==> config.mk <==
export PLATFORM = sky130hd
export DESIGN_NAME = mini_fp_adder
export DESIGN_NICKNAME = d
export VERILOG_FILES = /design/src/rtl/mfadd_pkg.sv /design/src/rtl/mfadd_ctrl.sv /design/src/rtl/mfadd_datapath.sv /design/src/rtl/mini_fp_adder.sv
export SDC_FILE = /design/constraint.sdc
export NUM_CORES = 1
export LEC_CHECK = 0
export ABC_AREA = 1
export BUFFER_PORTS_ARGS = -buffer_cell sky130_fd_sc_hd__buf_2
export CORE_UTILIZATION = 50
export CTS_BUF_LIST = sky130_fd_sc_hd__clkbuf_8
export DETAILED_ROUTE_END_ITERATION = 16
export PLACE_DENSITY = 0.79
export SLEW_MARGIN = 20
export SYNTH_ARGS = -nofsm -noshare
export SYNTH_HDL_FRONTEND = slang
export SYNTH_SLANG_ARGS = --single-unit
==> constraint.sdc <==
create_clock -name clk -period 7.2 [get_ports clk]
set_clock_uncertainty 0.1 [all_clocks]
set_input_delay 0.72 -clock clk [delete_from_list [all_inputs] [get_ports clk]]
set_output_delay 0.72 -clock clk [all_outputs]
set_load 0.01 [all_outputs]
==> src/rtl/mfadd_pkg.sv <==
package mfadd_pkg;
  localparam int EXP_W  = 3;
  localparam int FRAC_W = 4;
  localparam int WORD_W = 1 + EXP_W + FRAC_W;
  localparam int SIG_W  = FRAC_W + 1;
  localparam int GRS_W  = 3;
  localparam int ALN_W  = SIG_W + GRS_W;

  typedef struct packed {
    logic loadAlign;
    logic loadResult;
  } ctrlStrobes_t;
endpackage

==> src/rtl/mfadd_ctrl.sv <==
module mfadd_ctrl
  import mfadd_pkg::*;
(
  input  logic         clk,
  input  logic         rstN,
  input  logic         inValid,
  output ctrlStrobes_t strobes,
  output logic         outValid
);
  logic alignValid;

  always_ff @(posedge clk or negedge rstN) begin
    if (!rstN) begin
      alignValid <= 1'b0;
      outValid   <= 1'b0;
    end else begin
      alignValid <= inValid;
      outValid   <= alignValid;
    end
  end

  assign strobes.loadAlign  = inValid;
  assign strobes.loadResult = alignValid;


  valid_latency_chk: assert property (@(posedge clk) disable iff (!rstN)
    inValid |=> ##1 outValid);

  valid_origin_chk: assert property (@(posedge clk) disable iff (!rstN)
    $rose(outValid) |-> $past(inValid, 2));
endmodule

==> src/rtl/mfadd_datapath.sv <==
module mfadd_datapath
  import mfadd_pkg::*;
(
  input  logic              clk,
  input  logic              rstN,
  input  ctrlStrobes_t      strobes,
  input  logic [WORD_W-1:0] opA,
  input  logic [WORD_W-1:0] opB,
  input  logic              subtract,
  output logic [WORD_W-1:0] sum,
  output logic              overflow,
  output logic              invalid
);
  localparam logic [EXP_W-1:0]  EXP_ONES  = '1;
  localparam logic [EXP_W-1:0]  EXP_MIN   = EXP_W'(1);
  localparam logic [EXP_W:0]    EXP_STEP  = (EXP_W+1)'(1);
  localparam logic [EXP_W:0]    EXP_LIMIT = {1'b0, EXP_ONES};
  localparam logic [WORD_W-1:0] NAN_CODE  = {1'b0, EXP_ONES, 1'b1, {(FRAC_W-1){1'b0}}};

  // ---------------- stage 1: classify, order, align ----------------
  logic              signA, signB;
  logic [EXP_W-1:0]  expA, expB;
  logic [FRAC_W-1:0] fracA, fracB;
  logic              nanA, nanB, infA, infB, swap;

  assign signA = opA[WORD_W-1];
  assign signB = opB[WORD_W-1] ^ subtract;
  assign expA  = opA[WORD_W-2 -: EXP_W];
  assign expB  = opB[WORD_W-2 -: EXP_W];
  assign fracA = opA[FRAC_W-1:0];
  assign fracB = opB[FRAC_W-1:0];
  assign nanA  = (expA == EXP_ONES) && (fracA != '0);
  assign nanB  = (expB == EXP_ONES) && (fracB != '0);
  assign infA  = (expA == EXP_ONES) && (fracA == '0);
  assign infB  = (expB == EXP_ONES) && (fracB == '0);
  assign swap  = opB[WORD_W-2:0] > opA[WORD_W-2:0];

  logic              bigSign, smallSign;
  logic [EXP_W-1:0]  bigExp, smallExp, effBig, effSmall, expDiff;
  logic [FRAC_W-1:0] bigFrac, smallFrac;
  logic [SIG_W-1:0]  sigBig, sigSmall;
  logic [2*ALN_W-1:0] shiftWide;
  logic [ALN_W-1:0]  alignedSmall;
  int                shiftAmt;

  always_comb begin
    if (swap) begin
      bigSign = signB; bigExp = expB; bigFrac = fracB;
      smallSign = signA; smallExp = expA; smallFrac = fracA;
    end else begin
      bigSign = signA; bigExp = expA; bigFrac = fracA;
      smallSign = signB; smallExp = expB; smallFrac = fracB;
    end
  end

  assign effBig   = (bigExp == '0) ? EXP_MIN : bigExp;
  assign effSmall = (smallExp == '0) ? EXP_MIN : smallExp;
  assign sigBig   = {bigExp != '0, bigFrac};
  assign sigSmall = {smallExp != '0, smallFrac};
  assign expDiff  = effBig - effSmall;

  always_comb begin
    shiftAmt  = (int'(expDiff) > ALN_W) ? ALN_W : int'(expDiff);
    shiftWide = {sigSmall, {GRS_W{1'b0}}, {ALN_W{1'b0}}} >> shiftAmt;
    alignedSmall = shiftWide[2*ALN_W-1:ALN_W]
                 | {{(ALN_W-1){1'b0}}, |shiftWide[ALN_W-1:0]};
  end

  logic              specValid, specInv;
  logic [WORD_W-1:0] specCode;

  always_comb begin
    specValid = 1'b0;
    specInv   = 1'b0;
    specCode  = NAN_CODE;
    if (nanA || nanB) begin
      specValid = 1'b1;
    end else if (infA && infB) begin
      specValid = 1'b1;
      if (signA != signB) specInv = 1'b1;
      else specCode = {signA, EXP_ONES, {FRAC_W{1'b0}}};
    end else if (infA) begin
      specValid = 1'b1;
      specCode  = {signA, EXP_ONES, {FRAC_W{1'b0}}};
    end else if (infB) begin
      specValid = 1'b1;
      specCode  = {signB, EXP_ONES, {FRAC_W{1'b0}}};
    end
  end

  logic              s1Sign, s1Sub, s1Special, s1SpecInv;
  logic [EXP_W:0]    s1Exp;
  logic [ALN_W-1:0]  s1BigSig, s1SmallSig;
  logic [WORD_W-1:0] s1SpecCode;

  always_ff @(posedge clk or negedge rstN) begin
    if (!rstN) begin
      s1Sign     <= 1'b0;
      s1Sub      <= 1'b0;
      s1Special  <= 1'b0;
      s1SpecInv  <= 1'b0;
      s1Exp      <= '0;
      s1BigSig   <= '0;
      s1SmallSig <= '0;
      s1SpecCode <= '0;
    end else if (strobes.loadAlign) begin
      s1Sign     <= bigSign;
      s1Sub      <= bigSign != smallSign;
      s1Special  <= specValid;
      s1SpecInv  <= specInv;
      s1Exp      <= {1'b0, effBig};
      s1BigSig   <= {sigBig, {GRS_W{1'b0}}};
      s1SmallSig <= alignedSmall;
      s1SpecCode <= specCode;
    end
  end

  // ---------------- stage 2: add, normalize, round, pack ----------------
  logic [ALN_W:0]   rawSum;
  logic [ALN_W-1:0] normSig;
  logic [EXP_W:0]   normExp, finalExp;
  logic             roundUp, hiddenBit, isZero, ovfNow;
  logic [SIG_W:0]   rounded;

  assign rawSum = s1Sub ? ({1'b0, s1BigSig} - {1'b0, s1SmallSig})
                        : ({1'b0, s1BigSig} + {1'b0, s1SmallSig});

  always_comb begin
    normExp = s1Exp;
    if (rawSum[ALN_W]) begin
      normSig = rawSum[ALN_W:1] | {{(ALN_W-1){1'b0}}, rawSum[0]};
      normExp = s1Exp + EXP_STEP;
    end else begin
      normSig = rawSum[ALN_W-1:0];
      for (int i = 0; i < ALN_W; i++) begin
        if (!normSig[ALN_W-1] && (normExp > EXP_STEP)) begin
          normSig = normSig << 1;
          normExp = normExp - EXP_STEP;
        end
      end
    end
  end

  assign roundUp   = normSig[GRS_W-1] & (normSig[GRS_W] | (|normSig[GRS_W-2:0]));
  assign rounded   = {1'b0, normSig[ALN_W-1:GRS_W]} + {{SIG_W{1'b0}}, roundUp};
  assign finalExp  = rounded[SIG_W] ? normExp + EXP_STEP : normExp;
  assign hiddenBit = rounded[SIG_W] | rounded[SIG_W-1];
  assign isZero    = rawSum == '0;
  assign ovfNow    = !isZero && (finalExp >= EXP_LIMIT);

  logic [WORD_W-1:0] resWord;
  logic              resOvf, resInv;

  always_comb begin
    resOvf = 1'b0;
    resInv = 1'b0;
    if (s1Special) begin
      resWord = s1SpecCode;
      resInv  = s1SpecInv;
    end else if (isZero) begin
      resWord = '0;
    end else if (ovfNow) begin
      resWord = {s1Sign, EXP_ONES, {FRAC_W{1'b0}}};
      resOvf  = 1'b1;
    end else begin
      resWord = {s1Sign, hiddenBit ? finalExp[EXP_W-1:0] : {EXP_W{1'b0}},
                 rounded[FRAC_W-1:0]};
    end
  end

  always_ff @(posedge clk or negedge rstN) begin
    if (!rstN) begin
      sum      <= '0;
      overflow <= 1'b0;
      invalid  <= 1'b0;
    end else if (strobes.loadResult) begin
      sum      <= resWord;
      overflow <= resOvf;
      invalid  <= resInv;
    end
  end


  overflow_inf_chk: assert property (@(posedge clk) disable iff (!rstN)
    overflow |-> (sum[WORD_W-2:0] == {EXP_ONES, {FRAC_W{1'b0}}} && !invalid));

  invalid_nan_chk: assert property (@(posedge clk) disable iff (!rstN)
    invalid |-> (sum == NAN_CODE));

  no_negzero_chk: assert property (@(posedge clk) disable iff (!rstN)
    sum != {1'b1, {(WORD_W-1){1'b0}}});

  nan_in_chk: assert property (@(posedge clk) disable iff (!rstN)
    (strobes.loadAlign && (nanA || nanB)) |=> ##1 (sum == NAN_CODE && !invalid && !overflow));

  hold_result_chk: assert property (@(posedge clk) disable iff (!rstN)
    !strobes.loadResult |=> $stable(sum));
endmodule

==> src/rtl/mini_fp_adder.sv <==
module mini_fp_adder
  import mfadd_pkg::*;
(
  input  logic              clk,
  input  logic              rstN,
  input  logic              inValid,
  input  logic [WORD_W-1:0] opA,
  input  logic [WORD_W-1:0] opB,
  input  logic              subtract,
  output logic              outValid,
  output logic [WORD_W-1:0] sum,
  output logic              overflow,
  output logic              invalid
);
  ctrlStrobes_t strobes;

  mfadd_ctrl ctrl (
    .clk      (clk),
    .rstN     (rstN),
    .inValid  (inValid),
    .strobes  (strobes),
    .outValid (outValid)
  );

  mfadd_datapath datapath (
    .clk      (clk),
    .rstN     (rstN),
    .strobes  (strobes),
    .opA      (opA),
    .opB      (opB),
    .subtract (subtract),
    .sum      (sum),
    .overflow (overflow),
    .invalid  (invalid)
  );
endmodule

==> impl_metrics.csv, run 1 <==
group,metric,value,unit
sta,finalHoldViolCount,0,
cts,clock_latency,300,ps
cts,post_cts_buffers,0,
setup_path,slowest_delay,410,ps
synth,async_flop_share,100,%
floorplanning,num_rows,33,
synth,syn_area,4310,sq um
drt,drtIter0Drc,240,
synth,yosysMostFrequentCell,"nand2_1",
floorplanning,coreArea,8300,sq um
worst_hold_path,min_from,"datapath.s1SpecCode[6]$_DFFE_PN0P_",
setup_path,crit_top_cell,"nand2_1",
synth,syn_avg_cell_area,6.31,sq um
drt,routedWlPerCell,12.7,um
cts,holdBufCountCts,0,
cts,cts_sinks,35,
drt,drc,0,
placement,port_buffers,30,
floorplanning,io_pins,31,
grt,grt_pass1_vias,4089,
grt,grt_overflow_total,0,
cts,cts_resized,0,
drt,first_pass_iters,4,
synth,synth_top_area_share,20.3,%
cts,cts_tree,"yes",
grt,grt_max_degree,36,
synth,synthTopCellsByCount,"nand2_1, inv_1, o21ai_0",
setup_path,rr_startpoint,"datapath.s1BigSig[3]$_DFFE_PN0P_",
worst_hold_path,hold_class,"reg2reg",
synth,synth_compound_area_share,16.8,%
cts,path_clk_slew,80,ps
synth,synth-warning-count,0,
drt,vias_per_cell,5.31,
sta,tns,0,ps
setup_path,critPathKind,"reg2reg",
grt,grt_pass1_wl,17.5,mm
synth,synth_area_leaders,"dfrtp_1, nand2_1, inv_1",
sta,fmax,156,MHz
drt,ant_nets,0,
grt,grtUsageTotal,24.0,%
sta,max_slew_margin,50.0,%
grt,antenna_found_initial,0,
worst_hold_path,holdPathStages,1,
sta,finalMaxSlewViolations,0,
sta,worst_pin_slew,751,ps
synth,synth_edf_count,0,
cells_and_area,area_delta_synth_final,7.75,%
sta,rsz0062_at_grt,"false",
synth,synthSimpleGateAreaFrac,41.8,%
synth,synth_top_family_by_area,"simple AND/OR/NAND/NOR gates",
cts,clockBufferDepth,2,
sta,min_period,6420,ps
setup_path,critPathRequiredTime,7280,ps
worst_hold_path,hold_end,"datapath.s1SpecCode[6]$_DFFE_PN0P_",
synth,yosys_most_used_dff,"dfrtp_1",
cells_and_area,drive_gt1_share,14.0,%
synth,muxShareOfSynthArea,0,%
setup_path,regToRegSetupSlack,780,ps
cts,cts_buffers,5,
placement,place.gp.congestion,0.929,
synth,netlist_instances,683,
sta,setup_viol,0,
drt,routed_wl,10.3,mm
synth,synth_top_cell_by_area,"dfrtp_1",
drt,via_count,4319,
floorplanning,die_h,94.9,um
outcome,status,"completed",
cells_and_area,fillCellCount,793,
synth,synthXorXnorAreaFrac,2.21,%
floorplanning,die_x,94.9,um
cts,root_buffer,"clkbuf_8",
synth,ys_ff_latch,35,
setup_path,end_kind,"register",
synth,ys_seq_area_share,20.3,%
run,maxCapViolCount,0,
sta,final.period_utilization,89.1,%
setup_path,r2r-end,"datapath.sum[5]$_DFFE_PN0P_",
setup_path,reg2reg_depth,46,
synth,yosys.area_share.adder,8.77,%
setup_path,cp_slowest_cell,"dfrtp_1",
synth,synth_fp_nets,732,
cells_and_area,diodes,0,
placement,hpwl,8.40,mm
floorplanning,start_util,51.9,%
cells_and_area,fin_nets,756,
floorplanning,die_area,9000,sq um
setup_path,arrival,6500,ps
setup_path,critPathMaxFanout,17,
cts,htree_levels,2,
synth,ys_types,47,
setup_path,startpoint_type,"register",
## logic make-up (layout without fill, tap and decap cells)
group | Yosys count | count (layout)
compound gates | 121 | 121
xor+xnor | 10 | 10
fa+ha+maj | 29 | 29
buf+inv | 113 | 138
flops | 35 | 35
simple gates | 375 | 375
## sequential cells by signal (all words and copies together), names as in the netlist
name,flops
datapath.s1BigSig,5
datapath.sum,8
datapath.invalid,1
datapath.s1Sub,1
datapath.s1Special,1
datapath.s1Sign,1
datapath.s1Exp,3
datapath.overflow,1
ctrl.outValid,1
datapath.s1SmallSig,8
datapath.s1SpecCode,3
datapath.s1SpecInv,1
ctrl.alignValid,1
## cell usage in the layout (no fill, tap or decap), drive strengths merged
| cell | instances |
|---|---|
| ha | 27 |
| xor2 | 8 |
| o2111ai | 2 |
| inv | 98 |
| dfrtp | 35 |
| nand3b | 3 |
| or3 | 1 |
| nor2 | 49 |
| or2 | 5 |
| a31oi | 6 |
| nor3b | 1 |
| clkbuf | 5 |
| o221ai | 3 |
| nor3 | 7 |
| nor4 | 3 |
| nand3 | 60 |
| nand4 | 14 |
| xnor2 | 2 |
| a21oi | 28 |
| buf | 30 |
| clkinv | 4 |
| fa | 2 |
| o21a | 3 |
| o31ai | 1 |
| o211ai | 6 |
| nand2 | 232 |
| o22ai | 3 |
| o41ai | 1 |
| bufinv | 1 |
| o21bai | 1 |
| o21ai | 67 |
## layer usage
metal  part of all wire (%)  track usage, %  routed length, um
met4                    1.9            8.08                199
met3                    1.8            2.82                186
met1                     47            29.0               4880
met5                      0               0                  0
met2                     49            43.6               5030
## metrics by stage
stage               instance area (sq um)  hold WS, ps  setup slack [ps]  std cells  utilization, %
floorplan                            4310          324              1780        683               -
global placement                     4530          354              1090        805            54.6
detailed placement                   4530          360               868        805            54.6
CTS                                  4640          378               850        813            56.0
global route                         4640          410              34.9        813            56.0
finish                               4640          374               783        813            56.0
## area by class of cell
type	instances	area [sq um]	share of cell area (%)
clock buffer	5	68.8	1.48
clock inverter	3	43.8	0.943
inverter	100	375	8.08
multi-input combinational	535	3000	64.6
sequential	35	876	18.9
tap	105	131	2.83
timing repair buffer	30	150	3.23
## worst max-delay path by stage
stage	slack (ps)	depth (start not counted)	endpoint	start
CTS	850	46	datapath.sum[6]$_DFFE_PN0P_	datapath.s1BigSig[3]$_DFFE_PN0P_
detailed placement	870	46	datapath.sum[6]$_DFFE_PN0P_	datapath.s1BigSig[3]$_DFFE_PN0P_
floorplan	1780	45	datapath.sum[4]$_DFFE_PN0P_	datapath.s1BigSig[3]$_DFFE_PN0P_
global placement	1090	44	datapath.sum[4]$_DFFE_PN0P_	datapath.s1BigSig[3]$_DFFE_PN0P_
finish	780	46	datapath.sum[5]$_DFFE_PN0P_	datapath.s1BigSig[3]$_DFFE_PN0P_
global route	30	46	datapath.sum[5]$_DFFE_PN0P_	datapath.s1BigSig[3]$_DFFE_PN0P_
## critical path, delay by kind of cell, from the launching register on
family	cells	cell delay, ps
and+or+nand+nor	33	3540
adders and majority gates	4	980
buffers and inverters	4	480
AOI/OAI and AO/OA	5	810
DFF	1	410
Power of run 1 is not shown: default switching activity piles up to over one toggle a cycle in this logic, so the estimate is an artifact.
==> run 2: changes to the inputs <==
--- a/config.mk
+++ b/config.mk
@@ -7,10 +7,12 @@
 export LEC_CHECK = 0
 export ABC_AREA = 1
 export BUFFER_PORTS_ARGS = -buffer_cell sky130_fd_sc_hd__buf_2
-export CORE_UTILIZATION = 50
+export CELL_PAD_IN_SITES_DETAIL_PLACEMENT = 1
+export CELL_PAD_IN_SITES_GLOBAL_PLACEMENT = 1
+export CORE_UTILIZATION = 41
 export CTS_BUF_LIST = sky130_fd_sc_hd__clkbuf_8
 export DETAILED_ROUTE_END_ITERATION = 16
-export PLACE_DENSITY = 0.79
+export PLACE_DENSITY = 0.91
 export SLEW_MARGIN = 20
 export SYNTH_ARGS = -nofsm -noshare
 export SYNTH_HDL_FRONTEND = slang
==> constraint.sdc (replaced) <==
create_clock -name clk -period 5.3 [get_ports clk]
set_clock_uncertainty 0.1 [all_clocks]
set_input_delay 0.53 -clock clk [delete_from_list [all_inputs] [get_ports clk]]
set_output_delay 0.53 -clock clk [all_outputs]
set_load 0.01 [all_outputs]
==> impl_metrics.csv, run 2 (synthesis gave the netlist of run 1 again) <==
group,metric,value,unit
outcome,status,"finished with violations",
outcome,violations,"negative setup slack",
setup_path,crit_top_cell,"nand2_1",
setup_path,critPathMaxFanout,11,
setup_path,slowest_delay,740,ps
sta,fmax,157,MHz
placement,place_ws,-587,ps
cells_and_area,layout_commonest_cell,"nand2_1",
drt,vias_per_cell,6.24,
drt,ant_nets,0,
cts,root_buffer,"clkbuf_8",
drt,via_count,5910,
setup_path,cp_slowest_cell,"o31ai_1",
sta,worst_pin_slew,952,ps
floorplanning,num_rows,37,
grt,grt_pass1_vias,6212,
sta,final.period_utilization,120,%
setup_path,crit_buf_inv,5,
floorplanning,die_area,10900,sq um
setup_path,regToRegSetupSlack,-1070,ps
sta,max_slew_margin,35.9,%
cts,clockBufferDepth,2,
cells_and_area,diodes,0,
worst_hold_path,hold_class,"in2async",
cts,cts_tree,"yes",
cells_and_area,area_delta_synth_final,39.6,%
sta,finalMaxSlewViolations,0,
run,maxCapViolCount,0,
grt,grtUsageTotal,36.8,%
drt,drt-met1-wl,7.58,mm
grt,grt_overflow_total,0,
placement,hpwl,12.3,mm
setup_path,critPathKind,"reg2reg",
floorplanning,coreArea,10300,sq um
grt,grt_max_degree,36,
setup_path,startpoint_type,"register",
drt,drc,0,
grt,antenna_found_initial,0,
placement,place.gp.congestion,0.883,
setup_path,arrival,6440,ps
drt,routedWlPerCell,24.1,um
drt,routed_wl,22.8,mm
floorplanning,die_x,105,um
drt,first_pass_iters,5,
sta,setup_viol,8,
setup_path,cpLargestDelayFamily,"simple AND/OR/NAND/NOR gates",
cts,cts_sinks,35,
cells_and_area,reg_top3,"datapath.s1SmallSig x8, datapath.sum x8, datapath.s1BigSig x5",
cells_and_area,fillCellCount,1347,
sta,finalHoldViolCount,0,
sta,rsz0062_at_grt,"true",
cells_and_area,fin_nets,859,
cts,clock_latency,300,ps
cells_and_area,drive_gt1_share,36.4,%
drt,route.met2.wl,11.6,mm
floorplanning,die_h,105,um
placement,port_buffers,30,
sta,setup_ws,-1070,ps
sta,min_period,6370,ps
cts,holdBufCountCts,0,
cells_and_area,final_cell_mix,"nand2_1, buf_4, inv_1",
cts,cts_buffers,5,
drt,dr_wl_met3,1.43,mm
sta,whs,229,ps
cts,htree_levels,2,
grt,grt_pass1_wl,31.8,mm
drt,top_layer,"met4",
floorplanning,start_util,41.9,%
cts,path_clk_slew,80,ps
drt,drtIter0Drc,377,
floorplanning,io_pins,31,
setup_path,critPathRequiredTime,5370,ps
setup_path,end_kind,"register",
-- run 2: cell type report --
class                      count  area, sq um  area share [%]
clock buffer                   5         68.8            1.14
clock inverter                 3         43.8           0.728
inverter                     100          378            6.28
multi-input combinational    537         3560            59.1
sequential                    35          878            14.6
tap                          136          170            2.83
timing repair buffer         131          920            15.3
-- run 2: worst reg2reg max path, delay by kind of cell, from the launching register on --
kind / cells / cell delay [ps]
DFF: 1 / 450
and+or+nand+nor: 23 / 2810
buffers and inverters: 5 / 530
adders and majority gates: 2 / 520
AOI/OAI and AO/OA: 7 / 1840
-- run 2: per-layer routing --
metal,track usage (%),vias to the layer above
met3,5.12,194
met5,0,-
met4,28.1,0
met2,69.3,374
li1,-,2495
met1,36.3,2847
-- run 2: through the flow --
step                TNS [ps]  std cells  util, %  instance area (sq um)
finish                 -8210        947     58.5                   6020
CTS                    -2700        937     55.8                   5740
floorplan                  0        683        -                   4350
detailed placement     -4390        910     50.3                   5160
global placement        -445        910     50.3                   5160
global route           -8920        947     58.5                   6020
-- run 2: final timing paths --
check	from	to	cells past startpoint
min in group clk	datapath.s1SpecCode[6]$_DFFE_PN0P_	datapath.s1SpecCode[6]$_DFFE_PN0P_	1
worst max-delay path	datapath.s1BigSig[3]$_DFFE_PN0P_	datapath.sum[4]$_DFFE_PN0P_	37
max in group asynchronous	rstN	datapath.s1SmallSig[4]$_DFFE_PN0P_	1
worst min-delay path	rstN	datapath.sum[5]$_DFFE_PN0P_	1
worst max register to register	datapath.s1BigSig[3]$_DFFE_PN0P_	datapath.sum[4]$_DFFE_PN0P_	37
worst min register to register	datapath.s1SpecCode[6]$_DFFE_PN0P_	datapath.s1SpecCode[6]$_DFFE_PN0P_	1
-- run 2: what timing repair did --
item                       in CTS  in global routing
setup endpoints to repair       8                  8
buffers inserted               17                 11
gates resized for setup        73                 54
pin swaps                      49                 37
cloned                          2                  0
Power of run 2 is left out for the same reason.
